### src/rtl/tmr_pkg.sv
package tmr_pkg;
  localparam int unsigned NSRC     = 3;
  localparam int unsigned SRC_A    = 0;
  localparam int unsigned SRC_B    = 1;
  localparam int unsigned SRC_WRAP = 2;
  localparam int unsigned CLR_BIT  = 8;

  typedef enum logic [2:0] {
    ADDR_COUNT = 3'd0,
    ADDR_CMPA  = 3'd1,
    ADDR_CMPB  = 3'd2,
    ADDR_STAT  = 3'd3,
    ADDR_IEN   = 3'd4
  } reg_addr_e;
endpackage

### src/rtl/tmr_counter.sv
module tmr_counter #(
  parameter int unsigned W = 16
) (
  input  logic                       clk,
  input  logic                       rst_n,
  input  logic                       tick,
  input  logic                       cnt_wr,
  input  logic [W-1:0]               wdata,
  input  logic [W-1:0]               cmp_a,
  input  logic [W-1:0]               cmp_b,
  input  logic                       clr_on_a,
  output logic [W-1:0]               cnt_q,
  output logic [tmr_pkg::NSRC-1:0]   hit
);
  import tmr_pkg::*;

  logic         match_a, match_b, wrapped;
  logic [W-1:0] base, stepped, cnt_d;

  always_comb begin
    match_a = (cnt_q == cmp_a);
    match_b = (cnt_q == cmp_b);
    base    = (match_a && clr_on_a) ? '0 : cnt_q;
    stepped = base + W'(1);
    wrapped = (stepped == '0);
    hit           = '0;
    hit[SRC_A]    = tick && match_a;
    hit[SRC_B]    = tick && match_b;
    hit[SRC_WRAP] = tick && wrapped;
    if (cnt_wr)    cnt_d = wdata;
    else if (tick) cnt_d = stepped;
    else           cnt_d = cnt_q;
  end

  always_ff @(posedge clk or negedge rst_n) begin
    if (!rst_n) cnt_q <= '0;
    else        cnt_q <= cnt_d;
  end
endmodule

### src/rtl/tmr_flags.sv
module tmr_flags (
  input  logic                      clk,
  input  logic                      rst_n,
  input  logic                      stat_wr,
  input  logic [tmr_pkg::NSRC-1:0]  keep_mask,
  input  logic                      clr_wdata,
  input  logic [tmr_pkg::NSRC-1:0]  hit,
  output logic [tmr_pkg::NSRC-1:0]  flags_q,
  output logic                      clr_on_a_q
);
  import tmr_pkg::*;

  logic [NSRC-1:0] flags_d;
  logic            clr_d;

  for (genvar i = 0; i < NSRC; i++) begin : g_flag
    always_comb begin
      flags_d[i] = hit[i] | (flags_q[i] & ~(stat_wr & ~keep_mask[i]));
    end
  end

  always_comb begin
    clr_d = stat_wr ? clr_wdata : clr_on_a_q;
  end

  always_ff @(posedge clk or negedge rst_n) begin
    if (!rst_n) begin
      flags_q    <= '0;
      clr_on_a_q <= 1'b0;
    end else begin
      flags_q    <= flags_d;
      clr_on_a_q <= clr_d;
    end
  end
endmodule

### src/rtl/tmr_irq.sv
module tmr_irq #(
  parameter int unsigned VEC_W    = 5,
  parameter int unsigned VEC_BASE = 16
) (
  input  logic                      clk,
  input  logic                      rst_n,
  input  logic                      ien_wr,
  input  logic [tmr_pkg::NSRC-1:0]  ien_wdata,
  input  logic [tmr_pkg::NSRC-1:0]  flags,
  output logic [tmr_pkg::NSRC-1:0]  ien_q,
  output logic                      irq,
  output logic [VEC_W-1:0]          irq_vec
);
  import tmr_pkg::*;

  logic [NSRC-1:0] ien_d, pend;

  always_comb begin
    ien_d   = ien_wr ? ien_wdata : ien_q;
    pend    = flags & ien_q;
    irq     = |pend;
    irq_vec = '0;
    for (int i = 0; i < NSRC; i++) begin
      if (pend[i]) irq_vec = VEC_W'(VEC_BASE + i);
    end
  end

  always_ff @(posedge clk or negedge rst_n) begin
    if (!rst_n) ien_q <= '0;
    else        ien_q <= ien_d;
  end
endmodule

### src/rtl/dual_cmp_timer.sv
module dual_cmp_timer #(
  parameter int unsigned W        = 16,
  parameter int unsigned AW       = 3,
  parameter int unsigned VEC_W    = 5,
  parameter int unsigned VEC_BASE = 16
) (
  input  logic             clk,
  input  logic             rst_n,
  input  logic             tick_en,
  input  logic             reg_wr,
  input  logic [AW-1:0]    reg_addr,
  input  logic [W-1:0]     reg_wdata,
  output logic [W-1:0]     reg_rdata,
  output logic             irq,
  output logic [VEC_W-1:0] irq_vec
);
  import tmr_pkg::*;

  localparam int unsigned NCMP = 2;

  logic [W-1:0]    cnt_q;
  logic [W-1:0]    cmp_q [NCMP];
  logic [W-1:0]    cmp_d [NCMP];
  logic [NCMP-1:0] cmp_wr;
  logic [W-1:0]    cmp_a, cmp_b;
  logic [NSRC-1:0] hit, flags, ien;
  logic            clr_on_a;
  logic            cnt_wr, stat_wr, ien_wr;

  always_comb begin
    cnt_wr    = reg_wr && (reg_addr == AW'(ADDR_COUNT));
    stat_wr   = reg_wr && (reg_addr == AW'(ADDR_STAT));
    ien_wr    = reg_wr && (reg_addr == AW'(ADDR_IEN));
    cmp_wr[0] = reg_wr && (reg_addr == AW'(ADDR_CMPA));
    cmp_wr[1] = reg_wr && (reg_addr == AW'(ADDR_CMPB));
  end

  for (genvar c = 0; c < NCMP; c++) begin : g_cmp
    always_comb begin
      cmp_d[c] = cmp_wr[c] ? reg_wdata : cmp_q[c];
    end
    always_ff @(posedge clk or negedge rst_n) begin
      if (!rst_n) cmp_q[c] <= '1;
      else        cmp_q[c] <= cmp_d[c];
    end
  end

  assign cmp_a = cmp_q[0];
  assign cmp_b = cmp_q[1];

  tmr_counter #(.W(W)) u_counter (
    .clk      (clk),
    .rst_n    (rst_n),
    .tick     (tick_en),
    .cnt_wr   (cnt_wr),
    .wdata    (reg_wdata),
    .cmp_a    (cmp_a),
    .cmp_b    (cmp_b),
    .clr_on_a (clr_on_a),
    .cnt_q    (cnt_q),
    .hit      (hit)
  );

  tmr_flags u_flags (
    .clk        (clk),
    .rst_n      (rst_n),
    .stat_wr    (stat_wr),
    .keep_mask  (reg_wdata[NSRC-1:0]),
    .clr_wdata  (reg_wdata[CLR_BIT]),
    .hit        (hit),
    .flags_q    (flags),
    .clr_on_a_q (clr_on_a)
  );

  tmr_irq #(.VEC_W(VEC_W), .VEC_BASE(VEC_BASE)) u_irq (
    .clk       (clk),
    .rst_n     (rst_n),
    .ien_wr    (ien_wr),
    .ien_wdata (reg_wdata[NSRC-1:0]),
    .flags     (flags),
    .ien_q     (ien),
    .irq       (irq),
    .irq_vec   (irq_vec)
  );

  always_comb begin
    reg_rdata = '0;
    case (reg_addr)
      AW'(ADDR_COUNT): reg_rdata = cnt_q;
      AW'(ADDR_CMPA):  reg_rdata = cmp_a;
      AW'(ADDR_CMPB):  reg_rdata = cmp_b;
      AW'(ADDR_STAT): begin
        reg_rdata[NSRC-1:0] = flags;
        reg_rdata[CLR_BIT]  = clr_on_a;
      end
      AW'(ADDR_IEN):   reg_rdata[NSRC-1:0] = ien;
      default:         reg_rdata = '0;
    endcase
  end
endmodule

### config.mk
export PLATFORM = sky130hd
export DESIGN_NAME = dual_cmp_timer
export DESIGN_NICKNAME = d
export VERILOG_FILES = /design/src/rtl/tmr_pkg.sv /design/src/rtl/tmr_counter.sv /design/src/rtl/tmr_flags.sv /design/src/rtl/tmr_irq.sv /design/src/rtl/dual_cmp_timer.sv
export SDC_FILE = /design/constraint.sdc
export NUM_CORES = 1
export LEC_CHECK = 0
export BUFFER_PORTS_ARGS = -buffer_cell sky130_fd_sc_hd__buf_2
export CAP_MARGIN = 20
export CORE_ASPECT_RATIO = 1.2
export CORE_MARGIN = 10
export CORE_UTILIZATION = 59
export DETAILED_ROUTE_END_ITERATION = 6
export PLACE_DENSITY = 0.8
export SYNTH_ARGS = -nofsm -noshare
export SYNTH_HDL_FRONTEND = slang
export SYNTH_HIERARCHICAL = 1
export SYNTH_SLANG_ARGS = --single-unit
### constraint.sdc
create_clock -name clk -period 3.9 [get_ports clk]
set_input_delay 0.585 -clock clk [delete_from_list [all_inputs] [get_ports clk]]
set_output_delay 0.585 -clock clk [all_outputs]
set_load 0.01 [all_outputs]
Word-level counts from Yosys, hierarchy flattened
Index checks and enable logic that the tools add are counted.
{"block": "op_classes", "n_bitwise": 16, "n_eq_ne": 6, "addsub": 1, "n_reduce_logical": 13, "mux": 10}
{"op": "16-bit two-way mux", "n": 3}
{"op": "16-bit equality test", "n": 2}
{"op": "7-bit case mux with 3 select lines", "n": 1}
{"op": "16-bit by 1-bit adder with 16-bit output, second input constant", "n": 1}
{"op": "16-bit logical NOT", "n": 1}
{"op": "5-bit two-way mux", "n": 3}
{"op": "3-bit case mux with 5 select lines", "n": 1}
{"op": "5-bit case mux with 3 select lines", "n": 1}
{"op": "1-bit logical AND", "n": 9}
{"op": "1-bit bitwise AND", "n": 6}
{"op": "3-bit by 2-bit equality test with 1-bit output, second input constant", "n": 2}
{"op": "1-bit NOT", "n": 6}
{"op": "1-bit case mux with 4 select lines", "n": 1}
{"op": "3-bit bitwise AND", "n": 1}
{"op": "3-bit by 1-bit equality test with 1-bit output, second input constant", "n": 1}
{"op": "3-bit equality test, second input constant", "n": 1}
{"op": "3-bit logical NOT", "n": 1}
{"op": "1-bit OR", "n": 3}
{"op": "3-bit OR reduction", "n": 1}
{"op": "2-bit nonzero test", "n": 1}
{"block": "totals", "input_bits": 23, "elab_cells": 52, "output_inout_bits": 22, "regBits": 55}

Depth between registers and ports, before layout
Gate-level depths: netlist of run 1.
{"block": "depth", "word_depth": 7, "mapped_depth": 13, "depth_no_buf": 12}

Modules after synthesis
The synthesis of run 1 kept the hierarchy.
{"module": "dual_cmp_timer", "cells_per_inst": 148, "area_each_um2": 1874.3, "n_inst": 1, "seq_area_each_um2": 840.8}
{"module": "tmr_counter", "cells_per_inst": 206, "area_each_um2": 1750.4, "n_inst": 1, "seq_area_each_um2": 400.4}
{"module": "tmr_irq", "cells_per_inst": 15, "area_each_um2": 163.9, "n_inst": 1, "seq_area_each_um2": 75.1}
{"module": "tmr_flags", "cells_per_inst": 11, "area_each_um2": 156.4, "n_inst": 1, "seq_area_each_um2": 100.1}

Worst setup path before layout of run 1
No wires, ideal clock.
{"block": "synth_path", "path_kind": "register to register", "start": "reg u_counter.cnt_q[7]", "end": "reg u_flags/flags_q[2] (netlist name)", "setup_slack_ns": 0.735, "required_time_ns": 3.836, "setup_ns": 0.064, "arrival_ns": 3.101, "stages_incl_launch_ff": 14, "path_cell_list": "dfrtp_1 -> buf_2 -> xor2_1 -> nor4_1 -> nand4_1 -> or2_1 -> and2_1 -> ha_1 -> nand2_2 -> nor4_4 -> and3b_2 -> or4_4 -> nor4_2 -> a21o_1"}
{"block": "synth_via", "elab_chain_len": 7}
{"item": "start, declared", "line": "tmr_counter.sv:12", "text": "output logic [W-1:0] cnt_q,"}
{"item": "start signal, assigned", "line": "tmr_counter.sv:37", "text": "else cnt_q <= cnt_d;"}
{"item": "16-bit equality test", "line": "tmr_counter.sv:21", "text": "match_a = (cnt_q == cmp_a);"}
{"item": "1-bit logical AND", "line": "tmr_counter.sv:23", "text": "base = (match_a && clr_on_a) ? '0 : cnt_q;"}
{"item": "16-bit two-way mux *", "line": "tmr_counter.sv:23"}
{"item": "16-bit by 1-bit adder with 16-bit output *", "line": "tmr_counter.sv:24", "text": "stepped = base + W'(1);"}
{"item": "16-bit logical NOT *", "line": "tmr_counter.sv:25", "text": "wrapped = (stepped == '0);"}
{"item": "1-bit logical AND *", "line": "tmr_counter.sv:29", "text": "hit[SRC_WRAP] = tick && wrapped;"}
{"item": "net hit[2]", "line": "dual_cmp_timer.sv:26", "text": "logic [NSRC-1:0] hit, flags, ien;"}
{"item": "1-bit OR *", "line": "tmr_flags.sv:18", "text": "flags_d[i] = hit[i] | (flags_q[i] & ~(stat_wr & ~keep_mask[i]));"}
{"item": "net u_flags.flags_d[2]", "line": "tmr_flags.sv:13", "text": "logic [NSRC-1:0] flags_d;"}
{"item": "end signal, assigned", "line": "tmr_flags.sv:31", "text": "flags_q <= flags_d;"}
{"item": "end, declared", "line": "tmr_flags.sv:8", "text": "output logic [tmr_pkg::NSRC-1:0] flags_q,"}
Mark *: on every way through the listed nets, which the timed path passes. The rest lies on a longest branch.
A chain may end at the register's enable or synchronous reset.

Worst setup path in the final report of run 1
{"block": "layout_path", "start": "reg u_counter.cnt_q[6]", "end": "reg u_flags/flags_q[2] (netlist name)"}
The elaborated chain is that of the path after synthesis.

==> results of run 1 <==
==> state kept, by name (all words and copies together), names as in the netlist <==
name and flops:
cmp_a 16, cmp_b 16, u_counter/cnt_q 16, u_flags/flags_q 3, u_irq/ien_q 3, u_flags/clr_on_a_q 1
==> power groups by stage <==
stage               clock network, mW  logic, mW  registers [mW]
floorplan                           0      0.532           0.848
global placement                    0      0.588           0.932
detailed placement                  0      0.591           0.939
CTS                             0.340      0.596           0.930
global route                    0.358      0.659           0.956
finish                          0.334      0.596           0.932
==> layout make-up <==
| cell class | count | area, sq um |
|---|---|---|
| fillers | 573 | 2330 |
| multi-input cells | 278 | 2220 |
| flip-flops and latches | 55 | 1420 |
| repair buffers | 51 | 278 |
| well taps | 85 | 106 |
| clock buffers | 7 | 86.3 |
| inverters | 11 | 41.3 |
| clock inverters | 1 | 5.00 |
==> path summary, 6_finish.rpt <==
path / from / end / slack, ns / cells after the start
min: rst_n / u_flags/clr_on_a_q / 0.43 / 1
max reg2reg: u_counter/cnt_q[6] / u_flags/flags_q[2] / 0.49 / 12
max in group asynchronous: rst_n / cmp_b[11] / 2.72 / 2
min in group clk: reg_wdata[9] / u_counter/cnt_q[9] / 0.51 / 3
min reg2reg: u_flags/flags_q[0] / u_flags/flags_q[0] / 0.52 / 1
max: u_counter/cnt_q[6] / u_flags/flags_q[2] / 0.49 / 12
==> logic make-up after synthesis <==
kind of cell / share of synthesized area [%]
AO/OA/AOI/OAI: 9.64
XOR/XNOR: 9.32
adder cells (fa/ha/maj): 0.317
buffers and inverters: 8.25
flip-flops: 35.9
multiplexers: 17.1
other: 0.0951
AND/OR/NAND/NOR: 19.4
==> routing by layer <==
metal / up-vias / wire length, um / part of all wire [%] / track usage [%]
met3: 10 / 635 / 6.5 / 3.41
met1: 1528 / 4300 / 44 / 25.4
li1: 1406 / - / - / -
met4: 0 / 131 / 1.3 / 4.82
met2: 98 / 4650 / 48 / 31.3
met5: - / 0 / 0 / 0
==> worst max-delay path, cell delays in order, from the launching register on <==
cell and delay (ns):
dfrtp_1 0.58, xor2_1 0.18, nor4_1 0.46, nand4_1 0.16, or2_1 0.27, and2_1 0.17, ha_1 0.24, nand2_2 0.14
nor4_4 0.08, and3b_2 0.21, or4_4 0.50, nor4_2 0.27, a21o_1 0.11
==> metrics by stage <==
| step | worst slack (ns) | total power [mW] | util [%] | hold WS (ns) | std cells |
|---|---|---|---|---|---|
| 4_1_cts | 0.487 | 1.87 | 64.1 | 0.454 | 488 |
| 6_report | 0.489 | 1.86 | 64.1 | 0.428 | 488 |
| 2_1_floorplan | 0.735 | 1.38 | - | 0.289 | 381 |
| 3_5_place_dp | 0.528 | 1.53 | 62.7 | 0.496 | 480 |
| 3_3_place_gp | 0.570 | 1.52 | 62.7 | 0.498 | 480 |
| 5_1_grt | 0.266 | 1.97 | 64.1 | 0.494 | 488 |
==> cells in the final DEF (no fill, tap or decap), types with 10 or more instances in the layout <==
master	count
a21oi_1	16
buf_2	42
dfrtp_1	23
dfstp_2	32
inv_1	10
mux2_2	27
mux2_4	11
mux2i_1	16
nand2_1	23
nor3_1	13
o31ai_1	10
or2_2	13
xor2_1	37
==> impl_metrics.yaml, run 1 <==
synthesis:
  synthTopCellsByArea: "dfstp_2 (21%), dfrtp_1 (15%), xor2_1 (8.2%), mux2_2 (7.7%), mux2_4 (4.2%)"
  yosysTopAreaCell: "dfstp_2"
  synth_edf_count: 0
  synthTopCellsByCount: "xor2_1 (37), dfstp_2 (32), mux2_2 (27)"
  yosys_most_used_dff: "dfstp_2"
  post-synth-top-count-cell: "xor2_1"
  syn-cell-area_sq_um: 3950
  synth_top_area_share_pct: 21.3
  synth.ff_latch_count: 55
  synth_cells: 380
  synthArstFlopShare_pct: 100
  ys_warn_count: 6
  synth_cell_types: 62
  syn_avg_cell_area_sq_um: 10.4
  yosysSeqAreaShare_pct: 35.9
power_and_ir_drop:
  swShare_pct: 35.6
  power.share.combinational_pct: 32.0
  intPower_mw: 1.20
  total_leakage_power_nw: 1.83
  p_sw_mw: 0.663
  pwr-share-clk_pct: 17.9
  vdd_drop_max_mv: 0.246
  power_frac_seq_pct: 50.1
  power_density_nw_per_um2: 448
routing:
  viasPerCell: 6.23
  vias: 3042
  drc: 0
  ant_nets: 0
  drt_iter0_drc: 238
  wirelength_um: 9720
  drt-pass1-iter-count: 5
  wl_per_cell_um: 19.9
timing:
  fin_crit_sh_pct: 87.5
  min_period_ns: 3.41
  hold_viol: 0
  max-slew-margin-rel_pct: 34.9
  skew_ns: 0.00594
  finalMaxSlewViolations: 0
  fin_tns_setup_ns: 0
  setup_violations: 0
  tightest_slew_ns: 0.976
  fmax_mhz: 293
  rsz0062_at_grt: "no"
critical_path:
  critical_path_class: "register to register"
  crit_required_ns: 4.16
  critPathArrivalTime_ns: 3.67
  worst_setup_path_start_kind: "register"
  critPathMaxFanout: 12
  end_kind: "register"
clocking:
  post_cts_resized: 0
  cts_setup_buffers: 0
  cts-root-buf: "clkbuf_8"
  clock_latency_ns: 0.31
  cts_buffers: 5
  cts_buffer_depth: 2
  clkTransAtPathRegs_ns: 0.10
  cts_max_level: 2
  cts_tree: "done"
  cts.sink_count: 55
  cts_hold_buf: 0
die:
  core_sq_um: 6490
  floorplan.initialDensity_pct: 60.8
  pin_count: 45
  rows: 32
  die_w_um: 94.6
  die_y_um: 110
  fp.dieArea_sq_um: 10400
cells_and_area:
  finalInstanceArea_sq_um: 4160
  drive_above_1_share_pct: 38.7
  areaGrowthSynthToFinish_pct: 5.33
  antenna_cells: 0
  nNetsFinal: 426
job:
  cap_violations: 0
grt:
  grt_usage_pct: 19.1
  antenna_found_initial: 0
  grt_max_degree: 45
  grt_pass1_wl_um: 15800
  grt_pass1_vias: 2959
  grt_overflow: 0
place:
  routabilityCongestion: 0.939
  dp_hpwl_um: 6860
  postPlaceCellArea_sq_um: 4060
  portBuffers: 42
min_path:
  hold_class: "input pin to asynchronous set/reset pin"
run_status:
  run_status: "finished, final reports clean"
No activity file was read; power rests on OpenSTA's default activity.
==> run 2, diff against run 1 <==
Settings changed: ABC_AREA from default to 1, SLEW_MARGIN from default to 20.
==> run 2 against run 1 <==
  * Register-to-register slack improved by 0.38 ns
  * Area after synthesis shrank 1.6%
  * Clock power increased by 34%
  * Die area down 1.3%
  * Critical path type unchanged
  * Largest cell class unchanged
  * Largest power group unchanged
==> impl_metrics.yaml, run 2 <==
critical_path:
  critPathMaxFanout: 26
  critPathArrivalTime_ns: 3.28
  critical_path_class: "register to register"
  end_kind: "register"
  r2r_cells: 22
  crit_required_ns: 4.15
  worst_setup_path_start_kind: "register"
  rr_startpoint: "cmp_a[4]"
  r2r-end: "u_flags/flags_q[2]"
  reg2reg_setup_slack_ns: 0.87
synthesis:
  yosysSeqAreaShare_pct: 36.5
  synthTopCellsByCount: "nand2_1 (243), inv_1 (68), nand3_1 (42)"
  post-synth-top-count-cell: "nand2_1"
  synth.ff_latch_count: 55
  yosys_most_used_dff: "dfstp_2"
  synth_cells: 582
  synth_cell_types: 37
  yosys.area_share.simple_pct: 38.5
  syn_avg_cell_area_sq_um: 6.67
  synthTopCellsByArea: "nand2_1 (23%), dfstp_2 (22%), dfrtp_1 (15%), inv_1 (6.6%), nand3_1 (5.4%)"
  yosysTopAreaCell: "nand2_1"
  synth_top_family_by_area: "simple AND/OR/NAND/NOR gates"
  syn-cell-area_sq_um: 3880
  synth_edf_count: 0
  synth_fa_ha_area_share_pct: 0.322
  synth_top_area_share_pct: 23.5
  synthArstFlopShare_pct: 100
  synth_xor_xnor_area_share_pct: 2.03
  yosys-mux-area-fraction_pct: 0
  ys_warn_count: 6
  synth_compound_area_share_pct: 11.2
run_status:
  run_status: "finished, final reports clean"
place:
  dp_hpwl_um: 8600
  routabilityCongestion: 1.13
  portBuffers: 42
cells_and_area:
  final_common_cell: "nand2_1"
  areaGrowthSynthToFinish_pct: 8.48
  multi_input_area_sq_um: 2030
  nNetsFinal: 639
  final_cell_mix: "nand2_1 (243), inv_1 (68), nand3_1 (42), buf_2 (42), nor2_1 (40)"
  regArea_sq_um: 1420
  fin_util_pct: 65.7
  fillers: 611
  antenna_cells: 0
  drive_above_1_share_pct: 17.9
routing:
  viasPerCell: 5.68
  ant_nets: 0
  drt-pass1-iter-count: 5
  drt_iter0_drc: 294
  wirelength_um: 11600
  drc: 0
  wl_per_cell_um: 16.5
  vias: 3980
die:
  die_y_um: 109
  pin_count: 45
  die_w_um: 94.1
  rows: 32
  fp.dieArea_sq_um: 10200
  core_sq_um: 6410
  floorplan.initialDensity_pct: 60.6
clocking:
  cts_max_level: 2
  clock_latency_ns: 0.31
  cts_buffers: 5
  cts_buffer_depth: 2
  post_cts_resized: 0
  cts_setup_buffers: 0
  cts-root-buf: "clkbuf_8"
  cts_hold_buf: 0
  cts.sink_count: 55
  cts_tree: "done"
  clkTransAtPathRegs_ns: 0.10
timing:
  setup_violations: 0
  rsz0062_at_grt: "no"
  hold_viol: 0
  finalMaxSlewViolations: 0
  max-slew-margin-rel_pct: 38.8
  fin_tns_setup_ns: 0
  tightest_slew_ns: 0.910
  skew_ns: 0.00875
  min_period_ns: 3.03
  fmax_mhz: 330
  fin_crit_sh_pct: 77.6
grt:
  grt_max_degree: 41
  antenna_found_initial: 0
  grt_usage_pct: 23.0
  grt_pass1_wl_um: 18900
  grt_overflow: 0
  grt_pass1_vias: 3756
power_and_ir_drop:
  total_leakage_power_nw: 2.22
  power_mw: 1.91
  power_density_nw_per_um2: 452
  vdd_drop_max_mv: 0.234
min_path:
  hold_class: "input pin to asynchronous set/reset pin"
job:
  cap_violations: 0
==> run 2: per-stage QoR <==
step,cell area [sq um],worst slack (ns),hold slack (ns),std cells
after CTS,4210,0.923,0.413,701
final,4210,0.873,0.397,701
after global routing,4210,0.492,0.446,701
after floorplan,3890,1.33,0.289,583
after detailed placement,4080,0.960,0.486,693
after global placement,4080,1.00,0.476,693
==> run 2: worst max path at each step <==
stage               slack, ns                 end                from  depth (start not counted)
floorplan                1.33  u_flags/flags_q[2]            cmp_a[7]                         25
global placement         1.00  u_flags/flags_q[2]  u_counter/cnt_q[5]                         25
detailed placement       0.96  u_flags/flags_q[2]  u_counter/cnt_q[7]                         22
CTS                      0.92  u_flags/flags_q[2]            cmp_a[4]                         22
global route             0.49  u_flags/flags_q[2]            cmp_a[4]                         25
finish                   0.87  u_flags/flags_q[2]            cmp_a[4]                         22
==> run 2: routing by layer <==
| layer | share of wire (%) | wire length [um] | GRT usage [%] | vias up |
|---|---|---|---|---|
| met5 | 0 | 0 | 0 | - |
| met4 | 3.4 | 393 | 9.02 | 0 |
| met3 | 7.1 | 819 | 3.92 | 32 |
| met2 | 48 | 5610 | 39.3 | 192 |
| met1 | 41 | 4750 | 28.2 | 1858 |
| li1 | - | - | - | 1898 |
==> run 2: power breakdown <==
part | switching (mW) | internal [mW]
Combinational | 0.367 | 0.207
Sequential | 0.153 | 0.731
Clock | 0.191 | 0.256
Total | 0.712 | 1.19
==> run 2: critical path, cell delays in order (launching register included) <==
cell and delay [ns]:
dfstp_2 0.57, inv_1 0.04, nand2_1 0.05, nand2_1 0.05, nor2_1 0.18, nand2_1 0.11
nor2_2 0.19, nand3_4 0.27, nand2_1 0.14, inv_1 0.05, ha_1 0.20, nand2_1 0.06
inv_1 0.04, nand3_1 0.12, inv_1 0.06, nand2_1 0.08, nor2_1 0.10, nand2_2 0.07
xor2_1 0.26, nand3_1 0.11, nor2_1 0.11, inv_1 0.04, nand2_1 0.05
==> run 2: cell families after synthesis <==
kind of cell | count (synthesis)
compound gates | 71
xor+xnor | 9
fa+ha+maj | 1
buf+inv | 97
flops | 55
other cells | 1
simple gates | 348
==> run 2: final cells by class <==
type | count | area share [%]
timing repair buffer | 46 | 5.70
sequential | 55 | 33.6
inverter | 76 | 6.77
clock buffer | 5 | 1.63
multi-input combinational | 431 | 48.1
clock inverter | 3 | 1.60
tap | 85 | 2.53
